===== src/rtl/vga_raster_pkg.sv =====
// Package: shared types for the raster generator.
// Assumes colour is one bit each for red, green and blue.
package vga_raster_pkg;
    typedef logic [2:0] rgb_t;
    localparam rgb_t RGB_BLACK = 3'b000;
endpackage


===== src/rtl/vga_line_timer.sv =====
// Module: horizontal timing. Counts the clocks of one line and paces pixels
// inside the active window.
// Assumes ACT_START >= 1, HSYNC_CLKS < ACT_START and ACT_START+ACT_CLKS <= LINE_CLKS.
module vga_line_timer #(
    parameter int LINE_CLKS  = 1146,
    parameter int HSYNC_CLKS = 129,
    parameter int ACT_START  = 200,
    parameter int ACT_CLKS   = 920,
    parameter int PIX_DIV    = 5,
    localparam int HW = $clog2(LINE_CLKS),
    localparam int NPIX = ACT_CLKS / PIX_DIV,
    localparam int XW = $clog2(NPIX + 1),
    localparam int PW = (PIX_DIV > 1) ? $clog2(PIX_DIV) : 1
) (
    input  logic          clk,
    input  logic          rst_n,
    output logic [HW-1:0] h_cnt,
    output logic          line_end,
    output logic          hsync_win,
    output logic          act_win,
    output logic          pix_phase0,
    output logic [XW-1:0] pix_idx
);
    localparam logic [HW-1:0] H_LAST  = HW'(LINE_CLKS - 1);
    localparam logic [HW-1:0] H_SYNC  = HW'(HSYNC_CLKS);
    localparam logic [HW-1:0] H_PRE   = HW'(ACT_START - 1);
    localparam logic [HW-1:0] H_ACT0  = HW'(ACT_START);
    localparam logic [HW-1:0] H_ACT1  = HW'(ACT_START + ACT_CLKS);
    localparam logic [PW-1:0] P_LAST  = PW'(PIX_DIV - 1);

    logic [PW-1:0] phase;

    assign line_end   = (h_cnt == H_LAST);
    assign hsync_win  = (h_cnt < H_SYNC);
    assign act_win    = (h_cnt >= H_ACT0) && (h_cnt < H_ACT1);
    assign pix_phase0 = (phase == '0);

    // Line clock counter, wrapping at the end of each line.
    always_ff @(posedge clk) begin
        if (!rst_n)        h_cnt <= '0;
        else if (line_end) h_cnt <= '0;
        else               h_cnt <= h_cnt + 1'b1;
    end

    // Pixel phase and index, aligned to the first active clock.
    always_ff @(posedge clk) begin
        if (!rst_n) begin
            phase   <= '0;
            pix_idx <= '0;
        end else if (h_cnt == H_PRE) begin
            phase   <= '0;
            pix_idx <= '0;
        end else if (act_win) begin
            if (phase == P_LAST) begin
                phase   <= '0;
                pix_idx <= pix_idx + 1'b1;
            end else begin
                phase   <= phase + 1'b1;
            end
        end
    end

    p_hwrap_r1: assert property (@(posedge clk) disable iff (!rst_n)
        (h_cnt == H_LAST) |=> (h_cnt == '0));
    p_pix_range_r3: assert property (@(posedge clk) disable iff (!rst_n)
        act_win |-> (pix_idx < XW'(NPIX)));
endmodule


===== src/rtl/vga_frame_timer.sv =====
// Module: vertical timing. Counts lines within a frame and derives the
// drawn-line, vertical-sync-line and logical-row information.
// Assumes LINES_VIS is even and the vertical sync lines lie after the drawn lines.
module vga_frame_timer #(
    parameter int LINES_VIS   = 480,
    parameter int LINES_TOTAL = 525,
    parameter int VSYNC_START = 490,
    parameter int VSYNC_LINES = 2,
    localparam int VW = $clog2(LINES_TOTAL),
    localparam int RW = $clog2(LINES_VIS / 2)
) (
    input  logic          clk,
    input  logic          rst_n,
    input  logic          line_end,
    output logic [VW-1:0] v_cnt,
    output logic          vis_line,
    output logic          vsync_line,
    output logic [RW-1:0] row
);
    localparam logic [VW-1:0] V_LAST = VW'(LINES_TOTAL - 1);
    localparam logic [VW-1:0] V_VIS  = VW'(LINES_VIS);
    localparam logic [VW-1:0] V_VS0  = VW'(VSYNC_START);
    localparam logic [VW-1:0] V_VS1  = VW'(VSYNC_START + VSYNC_LINES);

    logic [VW-1:0] half;

    assign vis_line   = (v_cnt < V_VIS);
    assign vsync_line = (v_cnt >= V_VS0) && (v_cnt < V_VS1);
    assign half       = v_cnt >> 1;
    assign row        = vis_line ? half[RW-1:0] : '0;

    // Line counter, advanced at each line end and wrapping at frame end.
    always_ff @(posedge clk) begin
        if (!rst_n)                          v_cnt <= '0;
        else if (line_end && v_cnt == V_LAST) v_cnt <= '0;
        else if (line_end)                   v_cnt <= v_cnt + 1'b1;
    end

    p_vwrap_r2: assert property (@(posedge clk) disable iff (!rst_n)
        (line_end && v_cnt == V_LAST) |=> (v_cnt == '0));
    p_vhold_r2: assert property (@(posedge clk) disable iff (!rst_n)
        !line_end |=> $stable(v_cnt));
endmodule


===== src/rtl/vga_tone_gen.sv =====
// Module: square-wave tone. Counts qualifying lines and toggles its level after
// every tone_period of them. Period 0 clears the level and the count.
// Assumes line_tick pulses in line clock 0, which lies inside the sync pulse.
module vga_tone_gen #(
    parameter int TONE_W = 8
) (
    input  logic              clk,
    input  logic              rst_n,
    input  logic              line_tick,
    input  logic [TONE_W-1:0] tone_period,
    output logic              tone_lvl
);
    logic [TONE_W-1:0] lines;
    logic [TONE_W:0]   next_lines;

    assign next_lines = {1'b0, lines} + 1'b1;

    // Line count and level toggle, updated on qualifying line ticks only.
    always_ff @(posedge clk) begin
        if (!rst_n) begin
            lines    <= '0;
            tone_lvl <= 1'b0;
        end else if (line_tick) begin
            if (tone_period == '0) begin
                lines    <= '0;
                tone_lvl <= 1'b0;
            end else if (next_lines >= {1'b0, tone_period}) begin
                lines    <= '0;
                tone_lvl <= ~tone_lvl;
            end else begin
                lines    <= next_lines[TONE_W-1:0];
            end
        end
    end

    p_tone_edge_r10: assert property (@(posedge clk) disable iff (!rst_n)
        !$stable(tone_lvl) |-> $past(line_tick));
endmodule


===== src/rtl/vga_raster_gen.sv =====
// Module: top of the raster generator. Joins the line and frame timers and the
// tone generator, and forms composite sync, blanked colour and the pulses.
// Assumes the defaults describe a 36 MHz clock; smaller values shorten the raster.
module vga_raster_gen #(
    parameter int LINE_CLKS   = 1146,
    parameter int HSYNC_CLKS  = 129,
    parameter int ACT_START   = 200,
    parameter int ACT_CLKS    = 920,
    parameter int PIX_DIV     = 5,
    parameter int LINES_VIS   = 480,
    parameter int LINES_TOTAL = 525,
    parameter int VSYNC_START = 490,
    parameter int VSYNC_LINES = 2,
    parameter int TONE_W      = 8,
    localparam int HW = $clog2(LINE_CLKS),
    localparam int XW = $clog2(ACT_CLKS / PIX_DIV + 1),
    localparam int VW = $clog2(LINES_TOTAL),
    localparam int RW = $clog2(LINES_VIS / 2)
) (
    input  logic              clk,
    input  logic              rst_n,
    input  logic [2:0]        rgb_in,
    input  logic [TONE_W-1:0] tone_period,
    output logic              csync_n,
    output logic              in_sync,
    output logic [2:0]        rgb_out,
    output logic              pix_stb,
    output logic [XW-1:0]     pix_x,
    output logic [RW-1:0]     row,
    output logic [VW-1:0]     line_idx,
    output logic              line_start,
    output logic              frame_start,
    output logic              tone_out
);
    import vga_raster_pkg::*;

    logic [HW-1:0] h_cnt;
    logic          line_end, hsync_win, act_win, pix_phase0;
    logic [XW-1:0] pix_idx;
    logic          vis_line, vsync_line, active, tone_lvl;

    vga_line_timer #(
        .LINE_CLKS(LINE_CLKS), .HSYNC_CLKS(HSYNC_CLKS), .ACT_START(ACT_START),
        .ACT_CLKS(ACT_CLKS), .PIX_DIV(PIX_DIV)
    ) u_line (
        .clk(clk), .rst_n(rst_n), .h_cnt(h_cnt), .line_end(line_end),
        .hsync_win(hsync_win), .act_win(act_win), .pix_phase0(pix_phase0),
        .pix_idx(pix_idx)
    );

    vga_frame_timer #(
        .LINES_VIS(LINES_VIS), .LINES_TOTAL(LINES_TOTAL),
        .VSYNC_START(VSYNC_START), .VSYNC_LINES(VSYNC_LINES)
    ) u_frame (
        .clk(clk), .rst_n(rst_n), .line_end(line_end), .v_cnt(line_idx),
        .vis_line(vis_line), .vsync_line(vsync_line), .row(row)
    );

    vga_tone_gen #(.TONE_W(TONE_W)) u_tone (
        .clk(clk), .rst_n(rst_n),
        .line_tick((h_cnt == '0) && !vsync_line),
        .tone_period(tone_period), .tone_lvl(tone_lvl)
    );

    // Output shaping: sync polarity, blanking, strobes and pulses.
    always_comb begin
        active      = act_win && vis_line;
        csync_n     = vsync_line ? hsync_win : !hsync_win;
        in_sync     = !csync_n;
        rgb_out     = (active && csync_n) ? rgb_t'(rgb_in) : RGB_BLACK;
        pix_stb     = active && pix_phase0;
        pix_x       = active ? pix_idx : '0;
        line_start  = (h_cnt == '0);
        frame_start = line_start && (line_idx == '0);
        tone_out    = tone_lvl && hsync_win && !vsync_line;
    end

    p_black_in_sync_r8: assert property (@(posedge clk) disable iff (!rst_n)
        !csync_n |-> (rgb_out == RGB_BLACK));
    p_tone_in_sync_r10: assert property (@(posedge clk) disable iff (!rst_n)
        tone_out |-> !csync_n);
    p_strobe_in_window_r3: assert property (@(posedge clk) disable iff (!rst_n)
        pix_stb |-> (vis_line && csync_n));
    p_frame_pulse_r2: assert property (@(posedge clk) disable iff (!rst_n)
        frame_start |-> line_start);
endmodule


===== config.mk =====
export PLATFORM = sky130hd
export DESIGN_NAME = vga_raster_gen
export DESIGN_NICKNAME = d
export VERILOG_FILES = /design/src/rtl/vga_raster_pkg.sv /design/src/rtl/vga_line_timer.sv /design/src/rtl/vga_frame_timer.sv /design/src/rtl/vga_tone_gen.sv /design/src/rtl/vga_raster_gen.sv
export SDC_FILE = /design/constraint.sdc
export NUM_CORES = 1
export LEC_CHECK = 0
export BUFFER_PORTS_ARGS = -buffer_cell sky130_fd_sc_hd__buf_2
export CAP_MARGIN = 0
export CORE_MARGIN = 2
export CORE_UTILIZATION = 55
export DETAILED_ROUTE_END_ITERATION = 7
export MAX_ROUTING_LAYER = met4
export PLACE_DENSITY = 0.79
export SYNTH_ARGS = -nofsm -noshare
export SYNTH_HDL_FRONTEND = slang
export SYNTH_SLANG_ARGS = --single-unit

===== constraint.sdc =====
create_clock -name clk -period 3.25 [get_ports clk]
set_input_delay 0.325 -clock clk [delete_from_list [all_inputs] [get_ports clk]]
set_output_delay 0.325 -clock clk [all_outputs]
set_load 0.01 [all_outputs]

==> Word level (Yosys, flattened, before mapping) <==
Index checks and enable logic that the tools add are counted.
{ "word_totals": {"regBits": 41, "input_bits": 13, "output_inout_bits": 35, "elab_cells": 56} }
{ "op_classes": {"addsub": 5, "order_cmp": 7, "n_eq_ne": 4, "muxes": 9, "bitwise": 2, "n_reduce_logical": 23} }
{ "ops": {"columns": ["cell", "count"], "rows": [
  ["$mux 8", 4],
  ["$lt 10x9->1 const B", 2],
  ["$add 11x1->11 const B", 1],
  ["$eq 11x11->1 const B", 1],
  ["$eq 11x8->1 const B", 1],
  ["$ge 11x8->1 const B", 1],
  ["$logic_not 11->1", 1],
  ["$lt 11x11->1 const B", 1],
  ["$lt 11x8->1 const B", 1],
  ["$add 10x1->10 const B", 1],
  ["$eq 10x10->1 const B", 1],
  ["$ge 10x9->1 const B", 1],
  ["$logic_and 1x1->1", 10],
  ["$logic_not 10->1", 1],
  ["$add 8x1->9 const B", 1],
  ["$ge 9x8->1", 1],
  ["$add 8x1->8 const B", 1],
  ["$logic_not 8->1", 1],
  ["$mux 3", 2],
  ["$reduce_or 2->1", 3],
  ["$reduce_and 2->1", 2],
  ["$add 3x1->3 const B", 1],
  ["$eq 3x3->1 const B", 1],
  ["$logic_not 1->1", 3],
  ["other kinds (4)", 7]
]} }

==> Longest topological paths before layout <==
Gate-level depths: netlist of the first run.
{ "logic_depth": {"ltp_word": 5, "ltp_mapped": 11, "ltp_nobuf": 11} }

==> By module <==
A second synthesis of the first run with hierarchy kept.
{ "hier_totals": {"hier_cells": 325, "area_unflattened_um2": 2752.6} }
{ "by_module_without_submodules": {"columns": ["module", "instances", "cells_each", "area_each_um2"], "rows": [
  ["vga_line_timer", 1, 135, 1201.2],
  ["vga_tone_gen", 1, 95, 813.3],
  ["vga_frame_timer", 1, 66, 570.5],
  ["vga_raster_gen", 1, 29, 167.7]
]} }

==> Least setup slack after synthesis of the first run <==
OpenSTA, ideal clock, no wires.
{ "synth_path": {"kind": "register -> register", "startpoint": "register u_tone.lines[0]", "endpoint": "register u_tone.lines[5]", "setup_ns": 0.079, "arrival_ns": 2.809, "required_ns": 3.171, "setup_slack_ns": 0.362, "stages_incl_launch_ff": 12, "path_buffers": 0, "synth_period_minus_slack_ns": 2.888, "cell_sequence": "dfxtp_1 -> ha_1 -> nand3_1 -> or2_2 -> xnor2_1 -> ha_1 -> and3_1 -> a22o_1 -> nor4_1 -> nand3_1 -> or3b_2 -> o211ai_1"} }
{ "synth_between": {"elab_chain_len": 4} }
{ "synth_rtl": {"columns": ["item", "line_no", "text"], "rows": [
  ["start: declaration", "vga_tone_gen.sv:13", "logic [TONE_W-1:0] lines;"],
  ["start signal: assignment", "vga_tone_gen.sv:31", "lines <= next_lines[TONE_W-1:0];"],
  ["$add 8x1->9 *", "vga_tone_gen.sv:16", "assign next_lines = {1'b0, lines} + 1'b1;"],
  ["$ge 9x8->1", "vga_tone_gen.sv:27", "end else if (next_lines >= {1'b0, tone_period}) begin"],
  ["$mux 8 *", "vga_tone_gen.sv:27", null],
  ["$mux 8 *", "vga_tone_gen.sv:24", "if (tone_period == '0) begin"]
]} }
Mark *: on every way between the ends. The rest lies on a longest branch, timed or not.
A chain may end at the register's enable or synchronous reset.

==> Worst setup path after layout of the first run <==
{ "layout_path": {"startpoint": "register u_tone.lines[1]", "endpoint": "register u_tone.lines[5]"} }
Same word-level chain as after synthesis.

==> impl_metrics.json, run 1 <==
{
  "cp_slowest_cell": "or3b_2",
  "r2r_end": "u_tone.lines[5]",
  "comb_power_share": 0.096,
  "design.core.area_mm2": 0.00435,
  "cap_violations": 0,
  "rsz0062_at_grt": "false",
  "h-tree-depth": 2,
  "fp.dieArea_mm2": 0.00509,
  "status": "finished clean",
  "hold_ws_ps": 354,
  "place_inst": 395,
  "yosysUniqueCellTypes": 47,
  "endpoint_kind": "flop",
  "synth-seq-cells": 41,
  "p_seq_frac": 0.559,
  "tightest_slew_ps": 683,
  "drive_above_1_share": 0.205,
  "drt_iter0_drc": 80,
  "cts.reportedPaths.clkPinSlew_ps": 80,
  "finalSetupViolCount": 0,
  "place_area_mm2": 0.00278,
  "synthArstFlopShare": 0,
  "cts_tree": "done",
  "syn_nets": 333,
  "antennaDiodeCount": 0,
  "max-vdd-ir-drop_uv": 281,
  "dr.pass1.iters": 4,
  "synth_cells": 303,
  "die_width_um": 71.4,
  "hp-class": "in2reg",
  "netlist_area_mm2": 0.00249,
  "wirelength_um": 5050,
  "place.gp.congestion": 0.841,
  "start_kind": "flop",
  "cp.buffers_inverters": 0,
  "ys_warn_count": 0,
  "synth_edf_count": 0,
  "finalInstanceArea_mm2": 0.00287,
  "die_height_um": 71.4,
  "fmax_mhz": 336,
  "clock_skew_ps": 8.69,
  "cts_buffers": 5,
  "slew_headroom": 0.542,
  "rr_worst_depth": 11,
  "power_leakage_nw": 1.34,
  "p_sw_frac": 0.249,
  "wl_per_cell_um": 12.5,
  "fp-row-count": 24,
  "worstPathMaxFanout": 4,
  "internal_power_w": 0.000696,
  "grt_pass1_vias": 2019,
  "setup_tns_ps": 0,
  "seq_area_frac_synth": 0.329,
  "path_class": "reg2reg",
  "cp.required_ps": 3460,
  "crit_cells": 11,
  "finalNetCount": 380,
  "synthToLayoutAreaGrowth_pct": 14.9,
  "r2r-start": "u_tone.lines[1]",
  "filler_cell_count": 382,
  "grt_antenna_before_repair": 0,
  "cpMostUsedCell": "nand3_1",
  "post-route-min-period_ps": 2970,
  "insertion_delay_ps": 290,
  "fin_cells": 403,
  "maxSlewViolCount": 0,
  "routed_via_density": 5.46,
  "grt_max_degree": 13,
  "crit_end": "u_tone.lines[5]",
  "p_total_w": 0.000928,
  "finalCritPeriodShare": 0.915,
  "ios": 48,
  "max_stage_delay_ps": 450,
  "dp_hpwl_um": 3860,
  "final_hold_viol_count": 0,
  "post_cts_buffers": 0,
  "synth_ff_type": "dfxtp_1",
  "drc": 0,
  "switching_power_w": 0.000231,
  "power_density_mw_per_mm2": 323,
  "grt_pass1_wl_um": 8650,
  "post_synth.cell_area_avg_um2": 8.23,
  "final_antenna_net_count": 0,
  "pwr-share-clk": 0.346,
  "r2r_setup_slack_ps": 280,
  "startpoint": "u_tone.lines[1]",
  "portBuffers": 47,
  "cts_max_path_buffers": 2,
  "grt_overflow": 0,
  "crit_arrival_ps": 3190,
  "cts_resized": 0,
  "start_util": 0.573,
  "grt.total_usage": 0.215,
  "path_cells": "ha_2, nand3_1, or2_2, xnor2_1, ha_1, and3_1, a22o_1, nor4_2, nand3_1, or3b_2, o211ai_1",
  "crit_family": "simple AND/OR/NAND/NOR gates",
  "num_vias": 2199,
  "clkSinkCount": 41,
  "cts-hold-fix-buffers": 0,
  "cts_root_buf": "clkbuf_8"
}
[placed cells by master (no fill, tap or decap), types with 5 or more instances in the layout]
cell	instances
nor2_1	37
xor2_1	22
o21ai_0	5
inv_1	18
ha_1	16
dfxtp_1	40
nand2_1	25
nand3_1	13
and3_1	8
nor3_1	8
clkbuf_8	5
xnor2_1	8
buf_2	47
nand4_1	13
and2_1	22
[metrics by stage]
stage	setup slack [ps]	utilization
final	275	0.659
after global routing	36.7	0.659
after CTS	153	0.656
after detailed placement	175	0.637
after global placement	279	0.637
after floorplan	362	-
[Yosys cell counts (all sizes together), types with 2 or more instances]
cell type | instances | share of area
nor2b | 2 | 0.0050
a21o | 4 | 0.012
a21oi | 4 | 0.0080
or3 | 5 | 0.017
nor4 | 5 | 0.019
xor2 | 22 | 0.077
mux2i | 3 | 0.012
o21ai | 5 | 0.010
clkbuf | 8 | 0.012
nand2 | 25 | 0.038
nand3b | 2 | 0.0060
or4 | 3 | 0.0090
o2bb2a | 2 | 0.0080
nand4 | 13 | 0.033
and3 | 9 | 0.023
nor2 | 37 | 0.056
ha | 17 | 0.085
and2 | 23 | 0.058
a21boi | 4 | 0.012
xnor2 | 8 | 0.028
inv | 18 | 0.027
nor3 | 10 | 0.024
nand3 | 13 | 0.026
dfxtp | 41 | 0.33
and4 | 2 | 0.0070
or2 | 5 | 0.013
[worst min-delay path: stages]
cell,delay (ps)
buf_2,170
nand2_1,80
nor2_1,30
[power by group through the flow]
stage          logic (W)  clock network, W  registers (W)
2_1_floorplan  0.0000614                 0       0.000527
3_3_place_gp   0.0000864                 0       0.000529
3_5_place_dp   0.0000891                 0       0.000530
4_1_cts        0.0000895          0.000329       0.000518
5_1_grt         0.000103          0.000346       0.000520
6_report       0.0000887          0.000321       0.000518
[cell type report]
type	instances	area, µm²	area share
Tap cell	52	65.1	0.0227
Timing Repair Buffer	49	250	0.0873
Clock inverter	2	10.0	0.00349
Multi-Input combinational cell	235	1580	0.551
Sequential cell	41	822	0.287
Inverter	18	67.6	0.0236
Clock buffer	6	72.6	0.0253
[worst min-delay path by stage]
stage,startpoint,end,slack (ps),cells after the start
after global placement,u_line.h_cnt[0],u_line.h_cnt[0],460,1
after floorplan,u_line.h_cnt[0],u_line.h_cnt[0],440,1
after CTS,rst_n,u_frame.v_cnt[9],340,3
after global routing,rst_n,u_frame.v_cnt[9],350,3
final,rst_n,u_frame.v_cnt[9],350,3
after detailed placement,u_line.h_cnt[0],u_line.h_cnt[0],480,1
[sequential cells by signal, indices dropped and copies added (netlist names)]
register and cells:
u_line.phase 3, u_line.pix_idx 8, u_line.h_cnt 11, u_tone.tone_lvl 1, u_tone.lines 8, u_frame.v_cnt 10
[logic make-up after synthesis]
logic type | share of synthesized area
flops | 0.329
fa+ha+maj | 0.0853
compound gates | 0.0697
simple gates | 0.358
xor+xnor | 0.105
buf+inv | 0.0411
mux | 0.0120
[metal layers]
layer / track usage / routed length (µm) / part of all wire / vias to the layer above
li1: - / - / - / 1133
met2: 0.361 / 2530 / 0.50 / 33
met3: 0.0478 / 162 / 0.032 / 5
met5: - / 0 / 0 / -
met4: 0.0755 / 63 / 0.012 / 0
met1: 0.253 / 2300 / 0.45 / 1028
Note: power is estimated with default switching activity, not from simulation.
==> inputs of run 2 (changes only) <==
Settings changed: CORE_UTILIZATION 55 to 49, CTS_CLUSTER_DIAMETER set to 120, PLACE_DENSITY 0.79 to 0.72.
==> impl_metrics.json, run 2 (same netlist as run 1, synthesis figures left out) <==
{
  "wirelength_um": 5160,
  "cts.reportedPaths.clkPinSlew_ps": 70,
  "min_from": "rst_n",
  "grt.total_usage": 0.199,
  "switching_power_w": 0.000231,
  "setup_ws_ps": 240,
  "finalCritPeriodShare": 0.926,
  "wl_per_cell_um": 12.4,
  "top_regs": "u_line.h_cnt x11, u_frame.v_cnt x10",
  "grt_max_degree": 13,
  "final_antenna_net_count": 0,
  "cp.required_ps": 3470,
  "r2r_setup_slack_ps": 240,
  "rr_worst_depth": 11,
  "grt_pass1_vias": 1879,
  "r2r-start": "u_tone.lines[0]",
  "post-route-min-period_ps": 3010,
  "fmax_mhz": 332,
  "fin_cells": 417,
  "synthToLayoutAreaGrowth_pct": 16.0,
  "maxSlewViolCount": 0,
  "p_seq_frac": 0.534,
  "path_class": "reg2reg",
  "ios": 48,
  "hp-class": "in2reg",
  "grt_overflow": 0,
  "place_inst": 409,
  "max-vdd-ir-drop_uv": 404,
  "clock_skew_ps": 4.71,
  "post_cts_buffers": 0,
  "die_width_um": 75.4,
  "cts_tree": "done",
  "grt_pass1_wl_um": 8590,
  "slew_headroom": 0.246,
  "p_total_w": 0.000969,
  "grt_antenna_before_repair": 0,
  "start_util": 0.518,
  "finalSetupViolCount": 0,
  "design.core.area_mm2": 0.00482,
  "place_ws_ps": 211,
  "cts_max_path_buffers": 2,
  "cts_buffers": 5,
  "dp_hpwl_um": 3930,
  "p_sw_frac": 0.238,
  "place_area_mm2": 0.00279,
  "h-tree-depth": 2,
  "hold_depth": 3,
  "worstPathMaxFanout": 5,
  "place.gp.congestion": 0.858,
  "cap_violations": 0,
  "drt_iter0_drc": 110,
  "portBuffers": 47,
  "fp-row-count": 25,
  "cts_root_buf": "clkbuf_8",
  "num_vias": 2143,
  "mostFrequentLayoutCell": "buf_2",
  "insertion_delay_ps": 290,
  "fp.dieArea_mm2": 0.00568,
  "rsz0062_at_grt": "false",
  "largest_reg_flops": 11,
  "drive_above_1_share": 0.203,
  "antennaDiodeCount": 0,
  "final_hold_viol_count": 0,
  "r2r_end": "u_tone.lines[5]",
  "start_kind": "flop",
  "comb_power_share": 0.090,
  "holdPathEnd": "u_frame.v_cnt[9]",
  "setup_tns_ps": 0,
  "startpoint": "u_tone.lines[0]",
  "internal_power_w": 0.000738,
  "layout.cells.most_common_list": "buf_2, dfxtp_1, nor2_1, nand2_1, xor2_1",
  "pwr-share-clk": 0.376,
  "finalInstanceArea_mm2": 0.00290,
  "status": "finished clean",
  "power_leakage_nw": 1.35,
  "dr.pass1.iters": 4,
  "routed_via_density": 5.14,
  "clkSinkCount": 41,
  "tightest_slew_ps": 1120,
  "endpoint_kind": "flop",
  "max_flop_register": "u_line.h_cnt",
  "power_density_mw_per_mm2": 335,
  "drc": 0,
  "crit_arrival_ps": 3230,
  "die_height_um": 75.4,
  "finalNetCount": 379
}
## run 2: through the flow
stage / util / hold slack [ps]
after detailed placement: 0.578 / 475
final: 0.601 / 361
after global routing: 0.601 / 368
after floorplan: - / 441
after CTS: 0.599 / 358
after global placement: 0.578 / 465
## run 2: worst max-delay path: stages, from the launching register on
cell,delay (ps)
dfxtp_1,400
ha_1,250
nand3_1,150
or2_2,350
xnor2_1,130
ha_1,290
and3_1,180
a22o_1,220
nor4_2,280
nand3_1,140
or3b_2,460
o211ai_1,90
## run 2: power by group through the flow
stage | Clock (W) | Sequential, W | Combinational (W)
floorplan | 0 | 0.000527 | 0.0000614
global placement | 0 | 0.000529 | 0.0000866
detailed placement | 0 | 0.000530 | 0.0000881
CTS | 0.000372 | 0.000518 | 0.0000885
global route | 0.000393 | 0.000519 | 0.000104
finish | 0.000364 | 0.000518 | 0.0000871
## run 2: layout make-up
class / instances / area, µm²
clock buffer: 7 / 96.3
multi-input combinational: 235 / 1580
sequential: 41 / 821
tap: 67 / 83.8
clock inverter: 1 / 5.00
inverter: 18 / 67.6
timing repair buffer: 48 / 243
fill: 461 / 1920
## run 2: how the worst max path moves through the flow
| stage | cells after the start | to | slack, ps |
|---|---|---|---|
| finish | 11 | u_tone.lines[5] | 240 |
| global route | 12 | u_tone.lines[4] | 50 |
| CTS | 11 | u_tone.lines[5] | 180 |
| detailed placement | 11 | u_tone.lines[5] | 210 |
| global placement | 11 | u_tone.lines[5] | 290 |
| floorplan | 11 | u_tone.lines[5] | 360 |
## run 2: what timing repair did
action / CTS / global route
endpoints found under the setup margin: 0 / 4
hold buffers: 0 / 0
resized for setup: 0 / 3
## run 2: per-layer routing
layer / up-vias / part of all wire / GRT usage
li1: 1128 / - / -
met1: 977 / 0.49 / 0.266
met2: 31 / 0.47 / 0.302
met3: 7 / 0.032 / 0.0450
met4: 0 / 0.012 / 0.0546
met5: - / 0 / -
